===== config.mk =====
export PLATFORM = sky130hd
export DESIGN_NAME = loop_handover_ctrl
export DESIGN_NICKNAME = d
export VERILOG_FILES = /design/src/rtl/hov_pkg.sv /design/src/rtl/edge_trigger.sv /design/src/rtl/phase_timer.sv /design/src/rtl/handover_fsm.sv /design/src/rtl/unit_router.sv /design/src/rtl/loop_handover_ctrl.sv
export SDC_FILE = /design/constraint.sdc
export NUM_CORES = 1
export LEC_CHECK = 0
export ABC_AREA = 1
export CORE_MARGIN = 4
export CORE_UTILIZATION = 50
export DETAILED_ROUTE_END_ITERATION = 6
export PLACE_DENSITY = 0.86
export SLEW_MARGIN = 20
export SYNTH_ARGS = -nofsm -noshare
export SYNTH_HDL_FRONTEND = slang
export SYNTH_HIERARCHICAL = 1
export SYNTH_SLANG_ARGS = --single-unit

===== constraint.sdc =====
create_clock -name clk -period 5 [get_ports clk]
set_clock_uncertainty 0.05 [all_clocks]
set_input_delay 0.75 -clock clk [delete_from_list [all_inputs] [get_ports clk]]
set_output_delay 0.75 -clock clk [all_outputs]
set_load 0.02 [all_outputs]

===== src/rtl/hov_pkg.sv =====
package hov_pkg;

    typedef enum logic [2:0] {
        ST_DIG      = 3'd0,
        ST_D2A_OVL  = 3'd1,
        ST_D2A_SETL = 3'd2,
        ST_ANA      = 3'd3,
        ST_A2D_OVL  = 3'd4,
        ST_A2D_SETL = 3'd5
    } hov_state_t;

    typedef struct packed {
        logic amp_en;
        logic dig_en;
        logic dig_ref_low;
        logic amp_ref_low;
    } loop_ctl_t;

endpackage


===== src/rtl/edge_trigger.sv =====
module edge_trigger #(
    parameter int N_FLAGS = 2
) (
    input  logic               clk,
    input  logic               rst_n,
    input  logic [N_FLAGS-1:0] lvl_i,
    output logic [N_FLAGS-1:0] rise_o
);

    logic [N_FLAGS-1:0] lvl_q;

    genvar g;
    generate
        for (g = 0; g < N_FLAGS; g++) begin : g_flag
            always_ff @(posedge clk or negedge rst_n) begin
                if (!rst_n) lvl_q[g] <= 1'b0;
                else        lvl_q[g] <= lvl_i[g];
            end
            assign rise_o[g] = lvl_i[g] & ~lvl_q[g];
        end
    endgenerate

endmodule


===== src/rtl/phase_timer.sv =====
module phase_timer #(
    parameter int CNT_W = 10
) (
    input  logic             clk,
    input  logic             rst_n,
    input  logic             clear_i,
    output logic [CNT_W-1:0] cnt_o
);

    localparam logic [CNT_W-1:0] CNT_TOP = {CNT_W{1'b1}};

    always_ff @(posedge clk or negedge rst_n) begin
        if (!rst_n)                cnt_o <= '0;
        else if (clear_i)          cnt_o <= '0;
        else if (cnt_o != CNT_TOP) cnt_o <= cnt_o + 1'b1;
    end

endmodule


===== src/rtl/handover_fsm.sv =====
module handover_fsm
    import hov_pkg::*;
#(
    parameter int SETTLE_CYC  = 32,
    parameter int TIMEOUT_CYC = 1024,
    parameter int CNT_W       = 11
) (
    input  logic             clk,
    input  logic             rst_n,
    input  logic             up_trig_i,
    input  logic             dn_trig_i,
    input  logic             fb_up_i,
    input  logic             fb_dn_i,
    input  logic [CNT_W-1:0] cnt_i,
    output logic             restart_o,
    output loop_ctl_t        ctl_o,
    output logic             err_o
);

    localparam logic [CNT_W-1:0] SETTLE_LAST  = CNT_W'(SETTLE_CYC - 1);
    localparam logic [CNT_W-1:0] TIMEOUT_LAST = CNT_W'(TIMEOUT_CYC - 1);

    hov_state_t state_q, state_d;
    logic       tmo_evt;

    // state register
    always_ff @(posedge clk or negedge rst_n) begin
        if (!rst_n) begin
            state_q <= ST_DIG;
            err_o   <= 1'b0;
        end else begin
            state_q <= state_d;
            err_o   <= err_o | tmo_evt;
        end
    end

    // next state
    always_comb begin
        state_d = state_q;
        tmo_evt = 1'b0;
        unique case (state_q)
            ST_DIG: begin
                if (up_trig_i) state_d = ST_D2A_OVL;
            end
            ST_D2A_OVL: begin
                if (fb_up_i) begin
                    state_d = ST_D2A_SETL;
                end else if (cnt_i == TIMEOUT_LAST) begin
                    state_d = ST_DIG;
                    tmo_evt = 1'b1;
                end
            end
            ST_D2A_SETL: begin
                if (cnt_i == SETTLE_LAST) state_d = ST_ANA;
            end
            ST_ANA: begin
                if (dn_trig_i) state_d = ST_A2D_OVL;
            end
            ST_A2D_OVL: begin
                if (fb_dn_i) begin
                    state_d = ST_A2D_SETL;
                end else if (cnt_i == TIMEOUT_LAST) begin
                    state_d = ST_ANA;
                    tmo_evt = 1'b1;
                end
            end
            ST_A2D_SETL: begin
                if (cnt_i == SETTLE_LAST) state_d = ST_DIG;
            end
            default: state_d = ST_DIG;
        endcase
    end

    assign restart_o = (state_d != state_q);

    // outputs
    always_comb begin
        ctl_o = '0;
        unique case (state_q)
            ST_DIG:      ctl_o.dig_en = 1'b1;
            ST_D2A_OVL: begin
                ctl_o.amp_en      = 1'b1;
                ctl_o.dig_en      = 1'b1;
                ctl_o.dig_ref_low = 1'b1;
            end
            ST_D2A_SETL: ctl_o.amp_en = 1'b1;
            ST_ANA:      ctl_o.amp_en = 1'b1;
            ST_A2D_OVL: begin
                ctl_o.amp_en      = 1'b1;
                ctl_o.dig_en      = 1'b1;
                ctl_o.amp_ref_low = 1'b1;
            end
            ST_A2D_SETL: ctl_o.dig_en = 1'b1;
            default:     ctl_o.dig_en = 1'b1;
        endcase
    end

endmodule


===== src/rtl/unit_router.sv =====
module unit_router #(
    parameter int N_UNITS = 16
) (
    input  logic               dig_en_i,
    input  logic [N_UNITS-1:0] code_i,
    output logic [N_UNITS-1:0] sel_o
);

    genvar u;
    generate
        for (u = 0; u < N_UNITS; u++) begin : g_unit
            assign sel_o[u] = dig_en_i & code_i[u];
        end
    endgenerate

endmodule


===== src/rtl/loop_handover_ctrl.sv =====
module loop_handover_ctrl
    import hov_pkg::*;
#(
    parameter int N_UNITS     = 16,
    parameter int SETTLE_CYC  = 32,
    parameter int TIMEOUT_CYC = 1024
) (
    input  logic               clk,
    input  logic               rst_n,
    input  logic               load_hi_i,
    input  logic               load_lo_i,
    input  logic               fb_up_i,
    input  logic               fb_dn_i,
    input  logic [N_UNITS-1:0] dig_code_i,
    output logic               amp_en_o,
    output logic               dig_en_o,
    output logic               dig_ref_low_o,
    output logic               amp_ref_low_o,
    output logic [N_UNITS-1:0] unit_sel_o,
    output logic               err_o
);

    localparam int LONGEST = (SETTLE_CYC > TIMEOUT_CYC) ? SETTLE_CYC : TIMEOUT_CYC;
    localparam int CNT_W   = $clog2(LONGEST + 1);

    logic [1:0]       rise;
    logic [CNT_W-1:0] cnt;
    logic             restart;
    loop_ctl_t        ctl;

    edge_trigger #(.N_FLAGS(2)) u_trig (
        .clk   (clk),
        .rst_n (rst_n),
        .lvl_i ({load_lo_i, load_hi_i}),
        .rise_o(rise)
    );

    phase_timer #(.CNT_W(CNT_W)) u_timer (
        .clk    (clk),
        .rst_n  (rst_n),
        .clear_i(restart),
        .cnt_o  (cnt)
    );

    handover_fsm #(
        .SETTLE_CYC (SETTLE_CYC),
        .TIMEOUT_CYC(TIMEOUT_CYC),
        .CNT_W      (CNT_W)
    ) u_fsm (
        .clk      (clk),
        .rst_n    (rst_n),
        .up_trig_i(rise[0]),
        .dn_trig_i(rise[1]),
        .fb_up_i  (fb_up_i),
        .fb_dn_i  (fb_dn_i),
        .cnt_i    (cnt),
        .restart_o(restart),
        .ctl_o    (ctl),
        .err_o    (err_o)
    );

    unit_router #(.N_UNITS(N_UNITS)) u_route (
        .dig_en_i(ctl.dig_en),
        .code_i  (dig_code_i),
        .sel_o   (unit_sel_o)
    );

    assign amp_en_o      = ctl.amp_en;
    assign dig_en_o      = ctl.dig_en;
    assign dig_ref_low_o = ctl.dig_ref_low;
    assign amp_ref_low_o = ctl.amp_ref_low;

endmodule


==> results of run 1 <==
[cells in the mapped netlist, drive strengths merged]
| master | instances |
|---|---|
| or2 | 3 |
| inv | 42 |
| dfrtp | 17 |
| clkbuf | 1 |
| nand2 | 62 |
| o311ai | 1 |
| a21oi | 1 |
| buf | 3 |
| nor2 | 23 |
| nor3 | 7 |
| nand3 | 24 |
| nand4 | 7 |
| ha | 1 |
| o21bai | 1 |
| o21ai | 4 |
[worst min path at each step]
stage	depth (start not counted)	slack [ns]	startpoint	endpoint
2_1_floorplan	0	0.40	rst_n	u_fsm/err_o
3_3_place_gp	2	0.43	u_fsm/err_o	u_fsm/err_o
3_5_place_dp	2	0.44	u_fsm/err_o	u_fsm/err_o
4_1_cts	2	0.46	u_fsm/err_o	u_fsm/err_o
5_1_grt	2	0.52	u_fsm/err_o	u_fsm/err_o
6_report	2	0.45	u_fsm/err_o	u_fsm/err_o
[final cells by class]
type	count	area (µm²)
Clock buffer	4	26.3
Fill cell	228	751
Inverter	42	158
Multi-Input combinational cell	134	704
Sequential cell	17	425
Tap cell	30	37.5
Timing Repair Buffer	42	420
[sequential cells by signal, summed over array words and instances, names as in the netlist]
signal and flops:
u_timer/cnt_o 11, u_fsm/state_q 3, u_trig/lvl_q 2, u_fsm/err_o 1
[critical path, stage by stage]
cell and delay (ns):
clkdlybuf4s50_1 0.49, nand2_2 0.05, inv_1 0.06, clkdlybuf4s50_1 0.59
[layout by cell type (no fill, tap or decap), drive strengths merged]
cell           count
nor2              23
ha                 1
nand3             24
a21oi              1
o21bai             1
inv               42
nand2             62
nand4              7
dfrtp             17
or2                3
clkbuf             4
o311ai             1
clkdlybuf4s50     42
o21ai              4
nor3               7
[report_power, final]
group | switching (mW) | internal [mW] | total (mW)
sequential | 0.0292 | 0.156 | 0.186
combinational | 0.281 | 0.188 | 0.469
clock | 0.0422 | 0.0310 | 0.0732
total | 0.353 | 0.375 | 0.728
[stage by stage]
step	hold slack (ns)	worst slack, ns	cell area (µm²)	instances	power (mW)
after CTS	0.460	2.24	1770	269	0.730
after global placement	0.428	2.24	1750	265	0.642
after floorplan	0.404	3.04	1340	197	0.523
after global routing	0.517	2.16	1770	269	0.787
final	0.453	2.26	1770	269	0.728
after detailed placement	0.437	2.18	1750	265	0.650
[per-layer routing]
metal	global-route usage [%]	vias to the layer above	wire length (µm)	share of wire [%]
met1	24.6	583	1260	41
met2	30.7	70	1430	46
met3	3.89	2	396	13
met4	7.59	0	29	0.93
met5	0	-	0	0
li1	-	698	-	-
[kinds of logic (layout without fill, tap and decap cells)]
family / after synthesis / count (layout) / share of synthesized area [%]
and+or+nand+nor: 126 / 126 / 47.8
buffers and inverters: 46 / 88 / 15.5
AOI/OAI and AO/OA: 7 / 7 / 3.93
DFF: 17 / 17 / 31.8
adders and majority gates: 1 / 1 / 0.935
==> flow_summary_export.csv, run 1 <==
group,metric,value,unit
global_routing,grt_overflow,0,
cts,htreeDepth,1,
drt,totalWireLength,3110,µm
yosys,ys_warn_count,6,
timing,rsz0062_at_grt,"false",
critical_path,worstReg2RegStart,"u_fsm/state_q[1]",
critical_path,start_kind,"input port",
die,rows,18,
timing,hold_viol_final,0,
drt,post_drt_wl_per_cell,11.6,µm
critical_path,crit_end,"unit_sel_o[5]",
global_routing,track_usage,19.0,%
timing,fin_crit,2.74,ns
pwr,p_per_area,411,nW/µm²
die,core_area,2520,µm²
critical_path,worstSetupStartpoint,"dig_code_i[5]",
cts,cts_root_buf,"clkbuf_4",
drt,first_pass_iters,4,
critical_path,cp-end-kind,"output port",
finish,diodes,0,
critical_path,cp.required,4.20,ns
cts,clock_sinks,17,
die,initial_core_util,53.0,%
yosys,netlist_instances,197,
pwr,leakage,0.935,nW
timing,worstMarginPinSlew,0.773,ns
yosys,ys_ff_latch,17,
cts,clk_latency,0.28,ns
cts,clk_pin_slew,0.10,ns
critical_path,reg2reg_to,"u_timer/cnt_o[1]",
min_path,hold_path.class,"reg2reg",
place,post-dp-hpwl,2410,µm
timing,final_max_slew_viol_count,0,
global_routing,antenna_found_initial,0,
yosys,syn_nets,220,
drt,viasPerCell,5.03,
drt,drt_iter0_drc,73,
finish,area_growth,32.5,%
global_routing,first_global_vias,1180,
die,die_x,59.7,µm
cts,cts_inserted_buffers,3,
cts,holdBufCountCts,0,
drt,vias,1353,
place,port_buffers,42,
global_routing,grt_first_pass_wirelength,5230,µm
yosys,syn_avg_cell_area,6.79,µm²
yosys,synth_area,1340,µm²
critical_path,reg2reg_depth,11,
cts,cts_tree,"done",
drt,detail-route-antenna-nets,0,
status,outcome,"finished clean",
finish,drive_gt1_share,15.9,%
cts,cts_setup_buffers,0,
finish,nets,263,
yosys,synth_area_leaders,"dfrtp_1 32%, nand2_1 15%, inv_1 11%",
critical_path,critPathKind,"in2out",
critical_path,arrival,1.94,ns
finish,fin_util,70.2,%
die,die-area,3570,µm²
cts,cts_resized,0,
pwr,max-vdd-ir-drop,0.380,mV
critical_path,cp_max_fo,1,
timing,fmax,365,MHz
timing,max_slew_margin,48.3,%
cts,cts_max_path_buffers,2,
drt,drcViolationCount,0,
job,max_cap_viol_count,0,
yosys,yosysSeqAreaShare,31.8,%
yosys,ys_types,25,
timing,setup_viol,0,
place,place.gp.congestion,0.865,
die,ios,43,
timing,period_share,54.8,%
die,die_height,59.7,µm
critical_path,reg2reg_setup_slack,2.63,ns
global_routing,grt_max_degree,21,
yosys,synth_area_leader_cell,"dfrtp_1",
yosys,synth_top_area_share,31.8,%
timing,setup_tns,0,ns
Power figures use the tool's default switching activity.
==> run 2: changes to the inputs <==
--- a/config.mk
+++ b/config.mk
@@ -7,9 +7,9 @@
 export LEC_CHECK = 0
 export ABC_AREA = 1
 export CORE_MARGIN = 4
-export CORE_UTILIZATION = 50
+export CORE_UTILIZATION = 46
 export DETAILED_ROUTE_END_ITERATION = 6
-export PLACE_DENSITY = 0.86
+export PLACE_DENSITY = 0.8
 export SLEW_MARGIN = 20
 export SYNTH_ARGS = -nofsm -noshare
 export SYNTH_HDL_FRONTEND = slang
==> constraint.sdc (replaced) <==
create_clock -name clk -period 2.58 [get_ports clk]
set_clock_uncertainty 0.05 [all_clocks]
set_input_delay 0.387 -clock clk [delete_from_list [all_inputs] [get_ports clk]]
set_output_delay 0.387 -clock clk [all_outputs]
set_load 0.02 [all_outputs]
==> flow_summary_export.csv, run 2 (synthesis results as in run 1) <==
group,metric,value,unit
global_routing,grt_first_pass_wirelength,4730,µm
die,die-area,3830,µm²
critical_path,cp_max_fo,20,
global_routing,grt_overflow,0,
pwr,p_per_area,801,nW/µm²
drt,post_drt_wl_per_cell,11.2,µm
min_path,hold_end,"u_fsm/err_o",
die,die_height,61.9,µm
timing,rsz0062_at_grt,"false",
die,core_area,2760,µm²
drt,viasPerCell,4.98,
place,place.gp.congestion,0.850,
critical_path,reg2reg_setup_slack,0.50,ns
die,initial_core_util,48.5,%
critical_path,arrival,1.93,ns
timing,max_slew_margin,49.1,%
finish,final_cell_mix,"54 x nand2_1, 42 x clkdlybuf4s50_1, 38 x inv_1, 19 x nand3_1, 17 x dfrtp_1",
critical_path,start_kind,"register",
cts,cts_root_buf,"clkbuf_4",
timing,fmax,422,MHz
finish,area_growth,33.2,%
min_path,holdPathStages,2,
cts,cts_setup_buffers,0,
job,max_cap_viol_count,0,
timing,setup_tns,0,ns
timing,final_max_slew_viol_count,0,
die,ios,43,
die,rows,19,
cts,cts_tree,"done",
critical_path,worstSetupStartpoint,"u_fsm/state_q[2]",
critical_path,cp_slowest_stage_delay,0.62,ns
cts,clk_latency,0.29,ns
drt,detail-route-antenna-nets,0,
critical_path,cp-end-kind,"output port",
critical_path,crit_path_cell_trace,"inv_2 -> nand2_2 -> nand3_1 -> clkdlybuf4s50_1",
cts,cts_resized,0,
cts,clock_sinks,17,
min_path,hold_path.class,"reg2reg",
drt,first_pass_iters,4,
finish,nets,264,
cts,htreeDepth,1,
place,post-dp-hpwl,2480,µm
finish,drive_gt1_share,16.7,%
global_routing,track_usage,16.2,%
drt,totalWireLength,3040,µm
critical_path,reg2reg_to,"u_timer/cnt_o[1]",
cts,cts_max_path_buffers,2,
critical_path,cp.required,2.14,ns
global_routing,grt_max_degree,21,
drt,drcViolationCount,0,
drt,vias,1349,
min_path,min_from,"u_fsm/err_o",
finish,largest_reg_flops,11,
critical_path,slowest_stage,"clkdlybuf4s50_1",
drt,drt_iter0_drc,30,
global_routing,antenna_found_initial,0,
global_routing,first_global_vias,1072,
cts,cts_inserted_buffers,3,
finish,diodes,0,
finish,top_register,"u_timer/cnt_o",
timing,hold_viol_final,0,
critical_path,reg2reg_depth,12,
finish,largest_registers,"u_timer/cnt_o: 11 flops, u_fsm/state_q: 3 flops, u_trig/lvl_q: 2 flops",
die,die_x,61.9,µm
timing,worstMarginPinSlew,0.761,ns
timing,fin_crit,2.37,ns
critical_path,critPathKind,"reg2out",
status,outcome,"finished clean",
pwr,max-vdd-ir-drop,0.766,mV
place,port_buffers,42,
timing,period_share,91.7,%
cts,holdBufCountCts,0,
pwr,leakage,0.943,nW
finish,layout_commonest_cell,"nand2_1",
critical_path,worstReg2RegStart,"u_fsm/state_q[1]",
finish,fin_util,64.6,%
cts,clk_pin_slew,0.10,ns
timing,setup_viol,0,
run 2: where the power goes:
part	switching [mW]	total, mW	leakage [nW]	internal [mW]
Clock	0.0875	0.145	0.0177	0.0577
Combinational	0.533	0.920	0.702	0.387
Sequential	0.0580	0.361	0.223	0.303
Total	0.678	1.43	0.943	0.748
run 2: how the worst max path moves through the flow:
| stage | cells past startpoint | slack [ns] | to |
|---|---|---|---|
| after floorplan | 13 | 0.87 | u_timer/cnt_o[8] |
| after global placement | 13 | 0.38 | u_timer/cnt_o[0] |
| after detailed placement | 13 | 0.32 | u_timer/cnt_o[0] |
| after CTS | 4 | 0.20 | amp_en_o |
| after global routing | 4 | 0.13 | amp_en_o |
| final | 4 | 0.21 | amp_en_o |
run 2: layer usage:
metal / GRT usage (%) / vias up / part of all wire (%)
li1: - / 697 / -
met1: 22.4 / 597 / 47
met2: 25.4 / 50 / 42
met3: 2.69 / 5 / 9.8
met4: 6.36 / 0 / 1.4
met5: 0 / - / 0
run 2: final cells by class:
type	instances	area (µm²)
multi-input combinational	134	704
sequential	17	425
tap	31	38.8
fill	240	976
clock buffer	3	22.5
inverter	42	158
clock inverter	1	5.00
timing repair buffer	43	428
run 2: critical path: cells and delay by family, from the launching register on:
kind          cells  cell delay [ns]
buf+inv           2             0.75
flops             1             0.41
simple gates      2             0.46
run 2: through the flow:
stage	instances	power [mW]	hold slack, ns	cell area, µm²	worst slack (ns)
floorplan	197	1.01	0.0414	1340	0.875
global placement	267	1.27	0.430	1750	0.379
detailed placement	267	1.29	0.436	1750	0.324
CTS	271	1.44	0.462	1780	0.195
global route	271	1.53	0.511	1780	0.125
finish	271	1.43	0.454	1780	0.213
